<file path="src/rtl/lda_pkg.sv">
package lda_pkg;

    typedef enum logic [1:0] {
        ST_IDLE   = 2'd0,
        ST_WAIT   = 2'd1,
        ST_DRIVE  = 2'd2,
        ST_PULLUP = 2'd3
    } arb_state_e;

    typedef enum logic {
        SIDE_HOST = 1'b0,
        SIDE_CARD = 1'b1
    } side_e;

    typedef struct packed {
        logic pd;
        logic pu;
    } side_drv_t;

endpackage

</file>
<file path="src/rtl/lda_sync.sv">
// Level synchronizer with registered falling-edge detector.
module lda_sync #(
    parameter int   STAGES  = 2,
    parameter logic RST_VAL = 1'b1
) (
    input  logic clk,
    input  logic rst_n,
    input  logic d,
    output logic q,
    output logic fall
);

    logic [STAGES-1:0] chain;
    logic              prev;

    generate
        if (STAGES == 1) begin : g_single
            always_ff @(posedge clk or negedge rst_n) begin
                if (!rst_n) chain <= RST_VAL;
                else        chain <= d;
            end
        end else begin : g_multi
            always_ff @(posedge clk or negedge rst_n) begin
                if (!rst_n) chain <= {STAGES{RST_VAL}};
                else        chain <= {chain[STAGES-2:0], d};
            end
        end
    endgenerate

    always_ff @(posedge clk or negedge rst_n) begin
        if (!rst_n) prev <= RST_VAL;
        else        prev <= chain[STAGES-1];
    end

    assign q    = chain[STAGES-1];
    assign fall = prev & ~chain[STAGES-1];

endmodule

</file>
<file path="src/rtl/lda_chan_fsm.sv">
// Per-channel direction state machine.
module lda_chan_fsm
    import lda_pkg::*;
#(
    parameter int EDGE_DLY = 4,
    parameter int PU_CYC   = 3
) (
    input  logic clk,
    input  logic rst_n,
    input  logic en,
    input  logic host_lvl,
    input  logic card_lvl,
    input  logic host_fall,
    input  logic card_fall,
    output logic host_pd,
    output logic host_pu,
    output logic card_pd,
    output logic card_pu
);

    localparam int CNT_MAX = (EDGE_DLY > PU_CYC) ? EDGE_DLY : PU_CYC;
    localparam int CNT_W   = $clog2(CNT_MAX + 1);
    localparam logic [CNT_W-1:0] DLY_LAST = CNT_W'(EDGE_DLY - 1);
    localparam logic [CNT_W-1:0] PU_LAST  = CNT_W'(PU_CYC - 1);

    arb_state_e       state, nxt_state;
    side_e            master, nxt_master;
    logic [CNT_W-1:0] cnt, cnt_nxt;
    logic             master_lvl;
    side_drv_t        host_drv, card_drv;

    assign master_lvl = (master == SIDE_HOST) ? host_lvl : card_lvl;

    // State register
    always_ff @(posedge clk or negedge rst_n) begin
        if (!rst_n) begin
            state  <= ST_IDLE;
            master <= SIDE_HOST;
            cnt    <= '0;
        end else begin
            state  <= nxt_state;
            master <= nxt_master;
            cnt    <= cnt_nxt;
        end
    end

    // Transitions
    always_comb begin
        nxt_state  = state;
        nxt_master = master;
        cnt_nxt    = cnt + CNT_W'(1);
        if (!en) begin
            // T_DISABLE
            nxt_state = ST_IDLE;
            cnt_nxt   = '0;
        end else begin
            unique case (state)
                ST_IDLE: begin
                    cnt_nxt = '0;
                    if (host_fall) begin
                        // T_EDGE_HOST: host wins a same-cycle tie
                        nxt_state  = ST_WAIT;
                        nxt_master = SIDE_HOST;
                    end else if (card_fall) begin
                        // T_EDGE_CARD
                        nxt_state  = ST_WAIT;
                        nxt_master = SIDE_CARD;
                    end
                end
                ST_WAIT: begin
                    if (master_lvl) begin
                        // T_ABORT: release beats delay completion
                        nxt_state = ST_IDLE;
                        cnt_nxt   = '0;
                    end else if (cnt == DLY_LAST) begin
                        // T_DELAY_DONE
                        nxt_state = ST_DRIVE;
                        cnt_nxt   = '0;
                    end
                end
                ST_DRIVE: begin
                    cnt_nxt = '0;
                    if (master_lvl) begin
                        // T_RELEASE
                        nxt_state = ST_PULLUP;
                    end
                end
                ST_PULLUP: begin
                    if (cnt == PU_LAST) begin
                        // T_PU_DONE
                        nxt_state = ST_IDLE;
                        cnt_nxt   = '0;
                    end
                end
                default: begin
                    nxt_state = ST_IDLE;
                    cnt_nxt   = '0;
                end
            endcase
        end
    end

    // Outputs: only the slave side is ever driven
    always_comb begin
        host_drv = '0;
        card_drv = '0;
        if (en) begin
            unique case (state)
                ST_DRIVE: begin
                    if (master == SIDE_HOST) card_drv.pd = 1'b1;
                    else                     host_drv.pd = 1'b1;
                end
                ST_PULLUP: begin
                    if (master == SIDE_HOST) card_drv.pu = 1'b1;
                    else                     host_drv.pu = 1'b1;
                end
                default: begin
                    host_drv = '0;
                    card_drv = '0;
                end
            endcase
        end
    end

    assign host_pd = host_drv.pd;
    assign host_pu = host_drv.pu;
    assign card_pd = card_drv.pd;
    assign card_pu = card_drv.pu;

endmodule

</file>
<file path="src/rtl/bidir_line_arbiter.sv">
// Multi-channel bidirectional line direction arbiter.
module bidir_line_arbiter #(
    parameter int NUM_CH      = 3,
    parameter int SYNC_STAGES = 2,
    parameter int EDGE_DLY    = 4,
    parameter int PU_CYC      = 3
) (
    input  logic              clk,
    input  logic              rst_n,
    input  logic [NUM_CH-1:0] chan_en,
    input  logic [NUM_CH-1:0] host_line_i,
    input  logic [NUM_CH-1:0] card_line_i,
    output logic [NUM_CH-1:0] host_pd_o,
    output logic [NUM_CH-1:0] host_pu_o,
    output logic [NUM_CH-1:0] card_pd_o,
    output logic [NUM_CH-1:0] card_pu_o
);

    logic [NUM_CH-1:0] host_lvl, card_lvl, host_fall, card_fall;

    generate
        for (genvar g = 0; g < NUM_CH; g++) begin : g_ch
            lda_sync #(
                .STAGES (SYNC_STAGES),
                .RST_VAL(1'b1)
            ) host_sync_i (
                .clk (clk),
                .rst_n(rst_n),
                .d   (host_line_i[g]),
                .q   (host_lvl[g]),
                .fall(host_fall[g])
            );

            lda_sync #(
                .STAGES (SYNC_STAGES),
                .RST_VAL(1'b1)
            ) card_sync_i (
                .clk (clk),
                .rst_n(rst_n),
                .d   (card_line_i[g]),
                .q   (card_lvl[g]),
                .fall(card_fall[g])
            );

            lda_chan_fsm #(
                .EDGE_DLY(EDGE_DLY),
                .PU_CYC  (PU_CYC)
            ) fsm_i (
                .clk      (clk),
                .rst_n    (rst_n),
                .en       (chan_en[g]),
                .host_lvl (host_lvl[g]),
                .card_lvl (card_lvl[g]),
                .host_fall(host_fall[g]),
                .card_fall(card_fall[g]),
                .host_pd  (host_pd_o[g]),
                .host_pu  (host_pu_o[g]),
                .card_pd  (card_pd_o[g]),
                .card_pu  (card_pu_o[g])
            );
        end
    endgenerate

endmodule

</file>
<file path="config.mk">
export PLATFORM = sky130hd
export DESIGN_NAME = bidir_line_arbiter
export DESIGN_NICKNAME = d
export VERILOG_FILES = /design/src/rtl/lda_pkg.sv /design/src/rtl/lda_sync.sv /design/src/rtl/lda_chan_fsm.sv /design/src/rtl/bidir_line_arbiter.sv
export SDC_FILE = /design/constraint.sdc
export NUM_CORES = 1
export LEC_CHECK = 0
export BUFFER_PORTS_ARGS = -buffer_cell sky130_fd_sc_hd__buf_2
export CORE_MARGIN = 2
export CORE_UTILIZATION = 56
export DETAILED_ROUTE_END_ITERATION = 10
export MAX_ROUTING_LAYER = met4
export PLACE_DENSITY = 0.81
export SYNTH_ARGS = -nofsm -noshare
export SYNTH_HDL_FRONTEND = slang
export SYNTH_HIERARCHICAL = 1
export SYNTH_SLANG_ARGS = --single-unit
</file>
<file path="constraint.sdc">
create_clock -name clk -period 1.7 [get_ports clk]
set_input_delay 0.255 -clock clk [delete_from_list [all_inputs] [get_ports clk]]
set_output_delay 0.255 -clock clk [all_outputs]
set_load 0.05 [all_outputs]
</file>
==> results of run 1 <==
==> repair_timing <==
action | in CTS | in global routing
setup buffers | 0 | 1
pin swaps | 0 | 0
setup endpoints to repair | 1 | 12
gates cloned | 0 | 0
hold buffers | 7 | 0
hold endpoints to repair | 24 | 0
gates resized for setup | 1 | 21
==> synth_stat cells (3+ instances only) <==
| cell | number | area (um^2) |
|---|---|---|
| a21oi_1 | 8 | 40.0 |
| dfrtp_1 | 18 | 450 |
| dfstp_2 | 18 | 473 |
| ha_1 | 12 | 150 |
| inv_1 | 13 | 48.8 |
| nand2_1 | 4 | 15.0 |
| nand2b_1 | 3 | 18.8 |
| nand3b_1 | 3 | 22.5 |
| nor2_1 | 13 | 48.8 |
| nor2b_1 | 6 | 37.5 |
| nor2b_4 | 6 | 82.6 |
| nor3_1 | 10 | 50.1 |
| nor3b_1 | 3 | 22.5 |
==> registers in the layout, indices dropped and copies added (netlist names) <==
name / count
g_ch.card_sync_i/chain: 6
g_ch.card_sync_i/prev: 3
g_ch.fsm_i/cnt: 9
g_ch.fsm_i/master: 3
g_ch.fsm_i/state: 6
g_ch.host_sync_i/chain: 6
g_ch.host_sync_i/prev: 3
==> per-layer routing <==
metal | vias up | global-route usage [%]
li1 | 580 | -
met4 | 0 | 7.79
met5 | - | -
met2 | 32 | 32.7
met3 | 9 | 5.24
met1 | 593 | 21.1
==> final timing paths <==
check | end | startpoint | slack, ns
max | card_pu_o[1] | g_ch[1].fsm_i/state[0] | 0.03
min | g_ch[0].fsm_i/state[1] | chan_en[0] | 0.18
max reg2reg | g_ch[0].fsm_i/cnt[1] | g_ch[0].fsm_i/cnt[0] | 0.18
min reg2reg | g_ch[2].card_sync_i/chain[1] | g_ch[2].card_sync_i/chain[0] | 0.36
max in group asynchronous | g_ch[0].fsm_i/state[1] | rst_n | 0.69
min in group asynchronous | g_ch[2].fsm_i/master | rst_n | 0.50
==> per-stage QoR <==
stage / setup WS [ns] / cells / hold WS, ns / TNS [ns]
after floorplan: -0.198 / 145 / -0.0406 / -0.790
after global placement: 0.279 / 201 / 0.346 / 0
after detailed placement: 0.221 / 201 / 0.347 / 0
after CTS: 0.000355 / 216 / 0.160 / 0
after global routing: -0.0282 / 217 / 0.156 / -0.0335
final: 0.0267 / 217 / 0.176 / 0
==> power by group through the flow <==
stage	registers (mW)	logic, mW	clock network [mW]
finish	0.981	0.178	0.586
global route	0.992	0.199	0.646
CTS	0.977	0.169	0.605
detailed placement	0.993	0.157	0
global placement	0.987	0.148	0
floorplan	0.978	0.107	0
==> logic make-up (layout without fill, tap and decap cells) <==
| logic type | after synthesis | after routing |
|---|---|---|
| AOI/OAI and AO/OA | 23 | 23 |
| adders and majority gates | 12 | 12 |
| buffers and inverters | 13 | 52 |
| DFF | 36 | 36 |
| muxes | 3 | 3 |
| and+or+nand+nor | 58 | 58 |
==> cell usage in the layout (no fill, tap or decap), types with 3 or more instances in the layout <==
cell,count
dlygate4sd3_1,7
ha_1,12
nor3b_1,3
nor2_1,13
buf_4,6
dfstp_2,18
buf_2,12
nand2_1,4
nor2b_1,5
inv_1,13
nand3b_1,3
clkbuf_4,11
nor3_1,8
dfrtp_2,5
dfrtp_1,13
nor2b_4,6
a21oi_1,8
==> final cells by class <==
cell class | count | area [um^2] | area share, %
Sequential cell | 36 | 930 | 44.8
Multi-Input combinational cell | 96 | 756 | 36.4
Timing Repair Buffer | 31 | 220 | 10.6
Inverter | 13 | 48.8 | 2.35
Clock inverter | 3 | 42.5 | 2.05
Tap cell | 33 | 41.3 | 1.99
Clock buffer | 5 | 37.5 | 1.81
==> out/metrics.cfg, run 1 <==
[yosys]
synth_compound_area_share_pct=9.60
synth.distinct_cells=31
synth_fa_ha_area_share_pct=8.79
synthArstFlopShare_pct=100
synthMuxAreaShare_pct=2.34
synth_ff_type=dfstp_2
synth_cells=145
synth-xor-area-share_pct=0
ys_ff_latch=36
yosysSeqAreaShare_pct=54.1
synth_edf_count=0
yosysWarnings=6
synth_fp_nets=168
synth_area_mm2=0.00171
synth_top_family_by_area=simple AND/OR/NAND/NOR gates
avgSynthCellArea_um2=11.8
synth-simple-area-share_pct=22.3

[critical_path]
max_stage_delay_ns=0.44
crit_arrival_ns=1.42
crit_fanout=7
crit_chain=nand3_1, nor2_1, clkbuf_4
path_class=reg2out
critPathRequiredTime_ns=1.44
cp_top_family=flip-flops
cp_num_cells=3
reg2reg_depth=5
slowest_stage=dfrtp_2
critPathLaunchType=register
endpoint_kind=output pin
critPathBufInv=1

[hold_path]
holdCritPathClass=in2reg
hold_depth=2

[cts]
clock-sinks=36
root_buffer=clkbuf_4
tritoncts=done
clk_transition_reported_paths_ns=0.10
clock_latency_ns=0.35
numCtsBuffers=5
cts_buffer_depth=2
htree_num_levels=2

[final_layout]
area_delta_synth_final_pct=21.5
fillers=201
diodes=0
design_area_mm2=0.00208
finalNetCount=206
final_util_pct=69.7
drive_above_1_share_pct=39.1

[route]
top_layer=met4
drt-met1-wl_um=1220
route.met3.wl_um=116
wirelength_um=2950
wl_per_cell_um=13.6
wl_met2_um=1540
route.vias.total=1214
drt_iter0_drc=48
vias_per_cell=5.59
drcViolationCount=0
first_pass_iters=4
drtAntennaViolNets=0

[global_route]
grt_pass1_vias=1148
grt_overflow=0
grt_max_degree=37
grt_pass1_wl_um=4800
antenna_found_initial=0
grt_usage_pct=19.2

[pwr]
combinationalPowerShare_pct=10.2
powerDensity_mw_per_mm2=841
p_sw_share_pct=24.3
p_leak_nw=0.940
p_sw_uw=423
pwr-share-clk_pct=33.6
peakVddDrop_v=0.000646
pwr-share-seq_pct=56.2
internal_power_mw=1.32
total_power_mw=1.74

[die]
die_x_um=59.2
die-area_mm2=0.00351
ios=23
num_rows=20
dieHeight_um=59.2
start_util_pct=57.4
core_area_mm2=0.00298

[placed_design]
place.gp.congestion=0.770
dp_hpwl_um=2120
numPortBuffers=22
place_area_mm2=0.00187

[sta]
fin_crit_sh_pct=98.4
fin_crit_ns=1.67
hold_violations=0
fmax_mhz=598
maxSlewHeadroom_pct=51.4
skew_ns=0.0134
tightest_slew_ns=0.729
setup_viol=0
slew_violations=0

[status]
status=finished, final reports clean

[run]
cap_violations=0

Note: power is estimated with default switching activity, not from simulation.
==> run 2, diff against run 1 <==
--- a/config.mk
+++ b/config.mk
@@ -6,7 +6,6 @@
 export NUM_CORES = 1
 export LEC_CHECK = 0
 export BUFFER_PORTS_ARGS = -buffer_cell sky130_fd_sc_hd__buf_2
-export CORE_MARGIN = 2
 export CORE_UTILIZATION = 56
 export DETAILED_ROUTE_END_ITERATION = 10
 export MAX_ROUTING_LAYER = met4
==> run 2 against run 1 <==
Compared with the run above:
- the run now ends with DRC, setup timing left
- critical path depth is the same
- non-clock buffer count is 2 higher
- routed wire length up 1.4%
- sequential power barely moved
- worst setup slack worse by 0.094 ns
- sequential share of layout area about the same
- clock power up 1%
- utilization rose by 3.7 points
- design area is essentially flat
- combinational power about the same
- sequential cell count is the same
- via count decreased by 0.41%
==> out/metrics.cfg, run 2 (synthesis gave the netlist of run 1 again) <==
[status]
status=finished with violations  ; was finished, final reports clean
violations=DRC, setup timing

[global_route]
grt_overflow=0  ; unchanged
grt_max_degree=37  ; unchanged
grt_pass1_vias=1204  ; was 1,148
grt_usage_pct=21.4  ; was 19.2%
antenna_found_initial=0  ; unchanged
grt_pass1_wl_um=5000  ; was 4800 um

[critical_path]
reg2reg_depth=5  ; unchanged
endpoint_kind=output pin  ; unchanged
critPathLaunchType=register  ; unchanged
path_class=reg2out  ; unchanged
max_stage_delay_ns=0.46  ; was 0.44 ns
critPathRequiredTime_ns=1.44  ; about the same
crit_fanout=7  ; unchanged
slowest_stage=dfrtp_2  ; unchanged
r2r-start=g_ch[0].fsm_i/cnt[0]  ; unchanged
crit_chain=nand2b_1, nor3_1, buf_4  ; was nand3_1, nor2_1, clkbuf_4
r2r_slack_ns=0.21  ; was 0.18 ns
worst_r2r_endpoint=g_ch[0].fsm_i/cnt[1]  ; unchanged
critPathLaunch=g_ch[1].fsm_i/state[0]  ; unchanged
crit_arrival_ns=1.51  ; was 1.42 ns

[final_layout]
top_register=g_ch.fsm_i/cnt  ; unchanged
layout_commonest_cell=dfstp_2  ; unchanged
area_delta_synth_final_pct=21.6  ; was 21.5%
largest_reg_flops=9  ; unchanged
finalNetCount=208  ; was 206
diodes=0  ; unchanged
drive_above_1_share_pct=39.2  ; was 39.1%
fillers=186  ; was 201
mostFrequentLayoutCells=18 x dfstp_2, 13 x inv_1, 13 x nor2_1  ; was 18 x dfstp_2, 13 x inv_1, 13 x nor2_1, 13 x dfrtp_1

[cts]
tritoncts=done  ; unchanged
clock-sinks=36  ; unchanged
root_buffer=clkbuf_4  ; unchanged
htree_num_levels=2  ; unchanged
cts_buffer_depth=2  ; unchanged
clk_transition_reported_paths_ns=0.11  ; was 0.10 ns
numCtsBuffers=5  ; unchanged
clock_latency_ns=0.34  ; was 0.35 ns

[placed_design]
dp_hpwl_um=1990  ; was 2120 um
numPortBuffers=22  ; unchanged
place.gp.congestion=0.865  ; was 0.770

[die]
die_x_um=57.2  ; was 59.2 um
core_area_mm2=0.00283  ; was 0.00298 mm^2
ios=23  ; unchanged
die-area_mm2=0.00327  ; was 0.00351 mm^2
dieHeight_um=57.2  ; was 59.2 um
start_util_pct=60.4  ; was 57.4%
num_rows=19  ; was 20

[sta]
tightest_slew_ns=0.734  ; was 0.729 ns
skew_ns=0.00817  ; was 0.0134 ns
rsz0062_at_grt=true
fin_crit_sh_pct=104  ; was 98.4%
setup_tns_ns=-0.0675  ; was 0 ns
setup_viol=1  ; was 0
slew_violations=0  ; unchanged
maxSlewHeadroom_pct=51.1  ; was 51.4%
fin_crit_ns=1.77  ; was 1.67 ns
setup_ws_ns=-0.0675  ; was 0.0267 ns
fmax_mhz=566  ; was 598 MHz
hold_violations=0  ; unchanged

[pwr]
total_power_mw=1.75  ; was 1.74 mW
p_leak_nw=0.947  ; was 0.940 nW
powerDensity_mw_per_mm2=843  ; was 841 mW/mm^2
peakVddDrop_v=0.000737  ; was 0.000646 V

[route]
drtAntennaViolNets=0  ; unchanged
drt_iter0_drc=44  ; was 48
vias_per_cell=5.57  ; was 5.59
first_pass_iters=7  ; was 4
route.vias.total=1209  ; was 1,214
wl_per_cell_um=13.8  ; was 13.6 um
drcViolationCount=1  ; was 0
wirelength_um=2990  ; was 2950 um

[hold_path]
hold_depth=2  ; unchanged
min_to=g_ch[1].fsm_i/state[1]  ; was g_ch[0].fsm_i/state[1]
min_from=chan_en[1]  ; was chan_en[0]
holdCritPathClass=in2reg  ; unchanged

[run]
cap_violations=0  ; unchanged

-- run 2: changes by cell type in the layout (fill, tap and decap cells not counted) --
cell,previous run,this run
buf_4,6,11
clkbuf_4,11,8
dfrtp_1,13,12
dfrtp_2,5,6
nand2b_1,2,3
nand2b_4,1,0
nor3_1,8,9
nor3_2,2,1
-- run 2: worst max path at each step --
| stage | to | slack (ns) | depth (start not counted) |
|---|---|---|---|
| finish | host_pd_o[1] | -0.07 | 3 |
| global route | host_pd_o[1] | -0.16 | 3 |
| CTS | card_pd_o[1] | 0.001 | 3 |
| detailed placement | g_ch[0].fsm_i/cnt[1] | 0.24 | 5 |
| global placement | g_ch[1].fsm_i/cnt[0] | 0.27 | 5 |
| floorplan | card_pd_o[0] | -0.20 | 2 |
-- run 2: power by group --
group / switching (mW) / leakage (nW) / internal, mW
logic: 0.0864 / 0.484 / 0.0920
registers: 0.0542 / 0.422 / 0.924
clock network: 0.287 / 0.0412 / 0.306
-- run 2: layout make-up --
type	instances	area, um^2	area share (%)
Multi-Input combinational cell	96	743	35.8
Tap cell	31	38.8	1.87
Clock buffer	5	37.5	1.81
Clock inverter	3	42.5	2.05
Sequential cell	36	931	44.8
Timing Repair Buffer	33	235	11.3
Inverter	13	48.8	2.35
-- run 2: worst max-delay path, delay by kind of cell (launching register included) --
| family | cells | cell delay (ns) |
|---|---|---|
| DFF | 1 | 0.46 |
| buffers and inverters | 1 | 0.27 |
| and+or+nand+nor | 2 | 0.44 |
-- run 2: metrics by stage --
step | worst slack, ns | cell area [um^2] | hold WS, ns | util (%) | cells
after CTS | 0.00114 | 2020 | 0.174 | 71.4 | 213
after floorplan | -0.198 | 1710 | -0.0406 | - | 145
final | -0.0675 | 2080 | 0.188 | 73.4 | 217
after global routing | -0.156 | 2080 | 0.168 | 73.4 | 217
after global placement | 0.275 | 1860 | 0.346 | 65.6 | 198
after detailed placement | 0.241 | 1860 | 0.347 | 65.6 | 198
-- run 2: metal layers --
metal	part of all wire [%]	global-route usage, %
met5	0	-
met4	2.4	9.76
met3	3.9	8.16
met2	53	35.6
met1	40	22.5
-- run 2: repair_timing --
action | CTS | global route
endpoints found under the setup margin | 5 | 12
hold buffers | 7 | 0
gates resized for setup | 6 | 14
setup buffers | 0 | 4
endpoints found under the hold margin | 24 | 0
pin swaps | 0 | 0
==> run 3, diff against run 2 <==
--- a/config.mk
+++ b/config.mk
@@ -6,11 +6,11 @@
 export NUM_CORES = 1
 export LEC_CHECK = 0
 export BUFFER_PORTS_ARGS = -buffer_cell sky130_fd_sc_hd__buf_2
+export CORE_ASPECT_RATIO = 0.9
 export CORE_UTILIZATION = 56
 export DETAILED_ROUTE_END_ITERATION = 10
 export MAX_ROUTING_LAYER = met4
 export PLACE_DENSITY = 0.81
 export SYNTH_ARGS = -nofsm -noshare
 export SYNTH_HDL_FRONTEND = slang
-export SYNTH_HIERARCHICAL = 1
 export SYNTH_SLANG_ARGS = --single-unit
==> run 3 against run 2 <==
Compared with the run above:
- synthesized cell count increased by 14%
- synthesized area grew 4.5%
- utilization is 4.3 points lower
- the flow now finishes without violations
- cell count grew 7.8%
- largest power group unchanged
- sequential cell count unchanged
- total power grew 9.2%
- maximum frequency rose by 9.3%
- global-route usage is 1.5 points lower
- via count up 2.0%
- routed wire length fell by 0.60%
==> out/metrics.cfg, run 3 <==
[status]
status=finished, final reports clean  ; was finished with violations

[critical_path]
crit_chain=nand2b_1, nor3b_2, buf_6  ; was nand2b_1, nor3_1, buf_4
critPathBufInv=1  ; unchanged
critPathLaunchType=register  ; unchanged
slowest_stage=dfrtp_2  ; unchanged
crit_fanout=6  ; was 7
r2r-start=g_ch[1].fsm_i.cnt[0]  ; was g_ch[0].fsm_i/cnt[0]
path_class=reg2out  ; unchanged
worst_r2r_endpoint=g_ch[1].fsm_i.cnt[1]  ; was g_ch[0].fsm_i/cnt[1]
max_stage_delay_ns=0.45  ; was 0.46 ns
crit_arrival_ns=1.36  ; was 1.51 ns
reg2reg_depth=4  ; was 5
r2r_slack_ns=0.10  ; was 0.21 ns
cp_top_family=flip-flops  ; unchanged
endpoint_kind=output pin  ; unchanged
critPathRequiredTime_ns=1.44  ; about the same

[route]
first_pass_iters=4  ; was 7
wirelength_um=2980  ; was 2990 um
drcViolationCount=0  ; was 1
drtAntennaViolNets=0  ; unchanged
drt_iter0_drc=39  ; was 44
vias_per_cell=5.27  ; was 5.57
route.vias.total=1233  ; was 1,209
wl_per_cell_um=12.7  ; was 13.8 um

[final_layout]
diodes=0  ; unchanged
largest_reg_flops=9  ; unchanged
drive_above_1_share_pct=33.3  ; was 39.2%
finalNetCount=214  ; was 208
layout_commonest_cell=dfstp_2  ; unchanged
area_delta_synth_final_pct=17.9  ; was 21.6%
top_register=g_ch.fsm_i.cnt  ; was g_ch.fsm_i/cnt
final_util_pct=69.1  ; was 73.4%
mostFrequentLayoutCells=18 x dfstp_2, 17 x buf_2, 14 x inv_1, 12 x ha_1, 12 x dfrtp_1  ; was 18 x dfstp_2, 13 x inv_1, 13 x nor2_1

[hold_path]
min_to=g_ch[1].fsm_i.master  ; was g_ch[1].fsm_i/state[1]
hold_depth=2  ; unchanged
holdCritPathClass=in2reg  ; unchanged
min_from=chan_en[1]  ; unchanged

[sta]
hold_violations=0  ; unchanged
skew_ns=0.00456  ; was 0.00817 ns
setup_ws_ns=0.0831  ; was -0.0675 ns
fin_crit_ns=1.62  ; was 1.77 ns
rsz0062_at_grt=true  ; unchanged
tightest_slew_ns=0.730  ; was 0.734 ns
fin_crit_sh_pct=95.1  ; was 104%
setup_viol=0  ; was 1
fmax_mhz=618  ; was 566 MHz
setup_tns_ns=0  ; was -0.0675 ns
maxSlewHeadroom_pct=51.3  ; was 51.1%
slew_violations=0  ; unchanged

[run]
cap_violations=0  ; unchanged

[cts]
clock-sinks=36  ; unchanged
numCtsBuffers=5  ; unchanged
clk_transition_reported_paths_ns=0.11  ; about the same
tritoncts=done  ; unchanged
root_buffer=clkbuf_4  ; unchanged
htree_num_levels=2  ; unchanged
cts_buffer_depth=2  ; unchanged
clock_latency_ns=0.32  ; was 0.34 ns

[yosys]
synth_top_cells_by_count=18 x dfrtp_1, 18 x dfstp_2, 14 x inv_1  ; was 18 x dfrtp_1, 18 x dfstp_2, 13 x inv_1, 13 x nor2_1, 12 x ha_1
ys_ff_latch=36  ; unchanged
avgSynthCellArea_um2=10.8  ; was 11.8 um^2
synth_ff_type=dfstp_2  ; unchanged
synth_area_mm2=0.00178  ; was 0.00171 mm^2
yosysSeqAreaShare_pct=51.8  ; was 54.1%
synth_fp_nets=188  ; was 168
synth.distinct_cells=37  ; was 31
ys_top_cells_by_area=dfstp_2 27%, dfrtp_1 25%, ha_1 8.4%  ; was dfstp_2 28%, dfrtp_1 26%, ha_1 8.8%
synth_edf_count=0  ; unchanged
synth_cells=165  ; was 145
yosysWarnings=0  ; was 6
yosysTopAreaCell=dfstp_2  ; unchanged
synthArstFlopShare_pct=100  ; unchanged
synth_top_cell_area_share_pct=26.5  ; was 27.7%

[placed_design]
place_ws_ns=0.128  ; was 0.241 ns
place.gp.congestion=0.781  ; was 0.865
numPortBuffers=22  ; unchanged
dp_hpwl_um=2000  ; was 1990 um

[pwr]
peakVddDrop_v=0.000748  ; was 0.000737 V
powerDensity_mw_per_mm2=909  ; was 843 mW/mm^2
p_leak_nw=0.923  ; was 0.947 nW

[die]
start_util_pct=58.6  ; was 60.4%
num_rows=19  ; unchanged
die-area_mm2=0.00342  ; was 0.00327 mm^2
ios=23  ; unchanged
die_x_um=61.5  ; was 57.2 um
core_area_mm2=0.00304  ; was 0.00283 mm^2
dieHeight_um=55.6  ; was 57.2 um

[global_route]
grt_pass1_wl_um=4930  ; was 5000 um
antenna_found_initial=0  ; unchanged
grt_pass1_vias=1174  ; was 1,204
grt_usage_pct=19.9  ; was 21.4%
grt_overflow=0  ; unchanged
grt_max_degree=37  ; unchanged

-- run 3: per-stage QoR --
step | instance area [um^2] | power (mW) | std cells | hold slack [ns]
finish | 2100 | 1.91 | 234 | 0.182
floorplan | 1780 | 1.08 | 165 | -0.0406
detailed placement | 1840 | 1.14 | 214 | 0.347
global placement | 1840 | 1.13 | 214 | 0.346
global route | 2100 | 1.99 | 234 | 0.166
CTS | 1990 | 1.91 | 224 | 0.00221
-- run 3: per-layer routing --
metal  vias to the layer above  wire, um  GRT usage (%)
met5                         -         0              -
met4                         0        10           5.71
met3                         2        94           4.92
met2                        23      1550           30.4
met1                       600      1320           26.3
li1                        608         -              -
-- run 3: layout make-up --
| cell class | count | area [um^2] |
|---|---|---|
| Sequential cell | 36 | 931 |
| Timing Repair Buffer | 34 | 238 |
| Inverter | 14 | 52.6 |
| Clock inverter | 1 | 30.0 |
| Fill cell | 243 | 940 |
| Multi-Input combinational cell | 100 | 712 |
| Tap cell | 42 | 52.6 |
| Clock buffer | 7 | 87.6 |
-- run 3: report_power, final --
part           internal [mW]  total [mW]  switching (mW)
combinational         0.0873       0.173          0.0859
clock                  0.488       0.761           0.272
sequential             0.924       0.977          0.0536
total                   1.50        1.91           0.412
-- run 3: worst max path at each step --
stage	startpoint	endpoint	slack, ns	depth (start not counted)
2_1_floorplan	g_ch[1].fsm_i.cnt[0]	g_ch[1].fsm_i.cnt[0]	0.26	4
3_3_place_gp	g_ch[1].fsm_i.cnt[0]	g_ch[1].fsm_i.cnt[0]	0.22	4
3_5_place_dp	g_ch[1].fsm_i.cnt[0]	g_ch[1].fsm_i.cnt[1]	0.13	4
4_1_cts	g_ch[0].fsm_i.state[0]	card_pd_o[0]	0.002	3
5_1_grt	g_ch[1].fsm_i.state[1]	card_pu_o[1]	-0.002	3
6_report	g_ch[0].fsm_i.state[0]	card_pd_o[0]	0.08	3
-- run 3: logic make-up after synthesis --
logic type | share of synthesized area (%)
buffers and inverters | 8.70
muxes | 2.73
and+or+nand+nor | 18.2
adders and majority gates | 8.41
AOI/OAI and AO/OA | 10.2
DFF | 51.8
-- run 3: what timing repair did --
item	CTS	global route
setup buffers	0	5
hold endpoints to repair	3	5
endpoints found under the setup margin	4	10
resized for setup	5	11
pin swaps	0	1
hold buffers	2	5
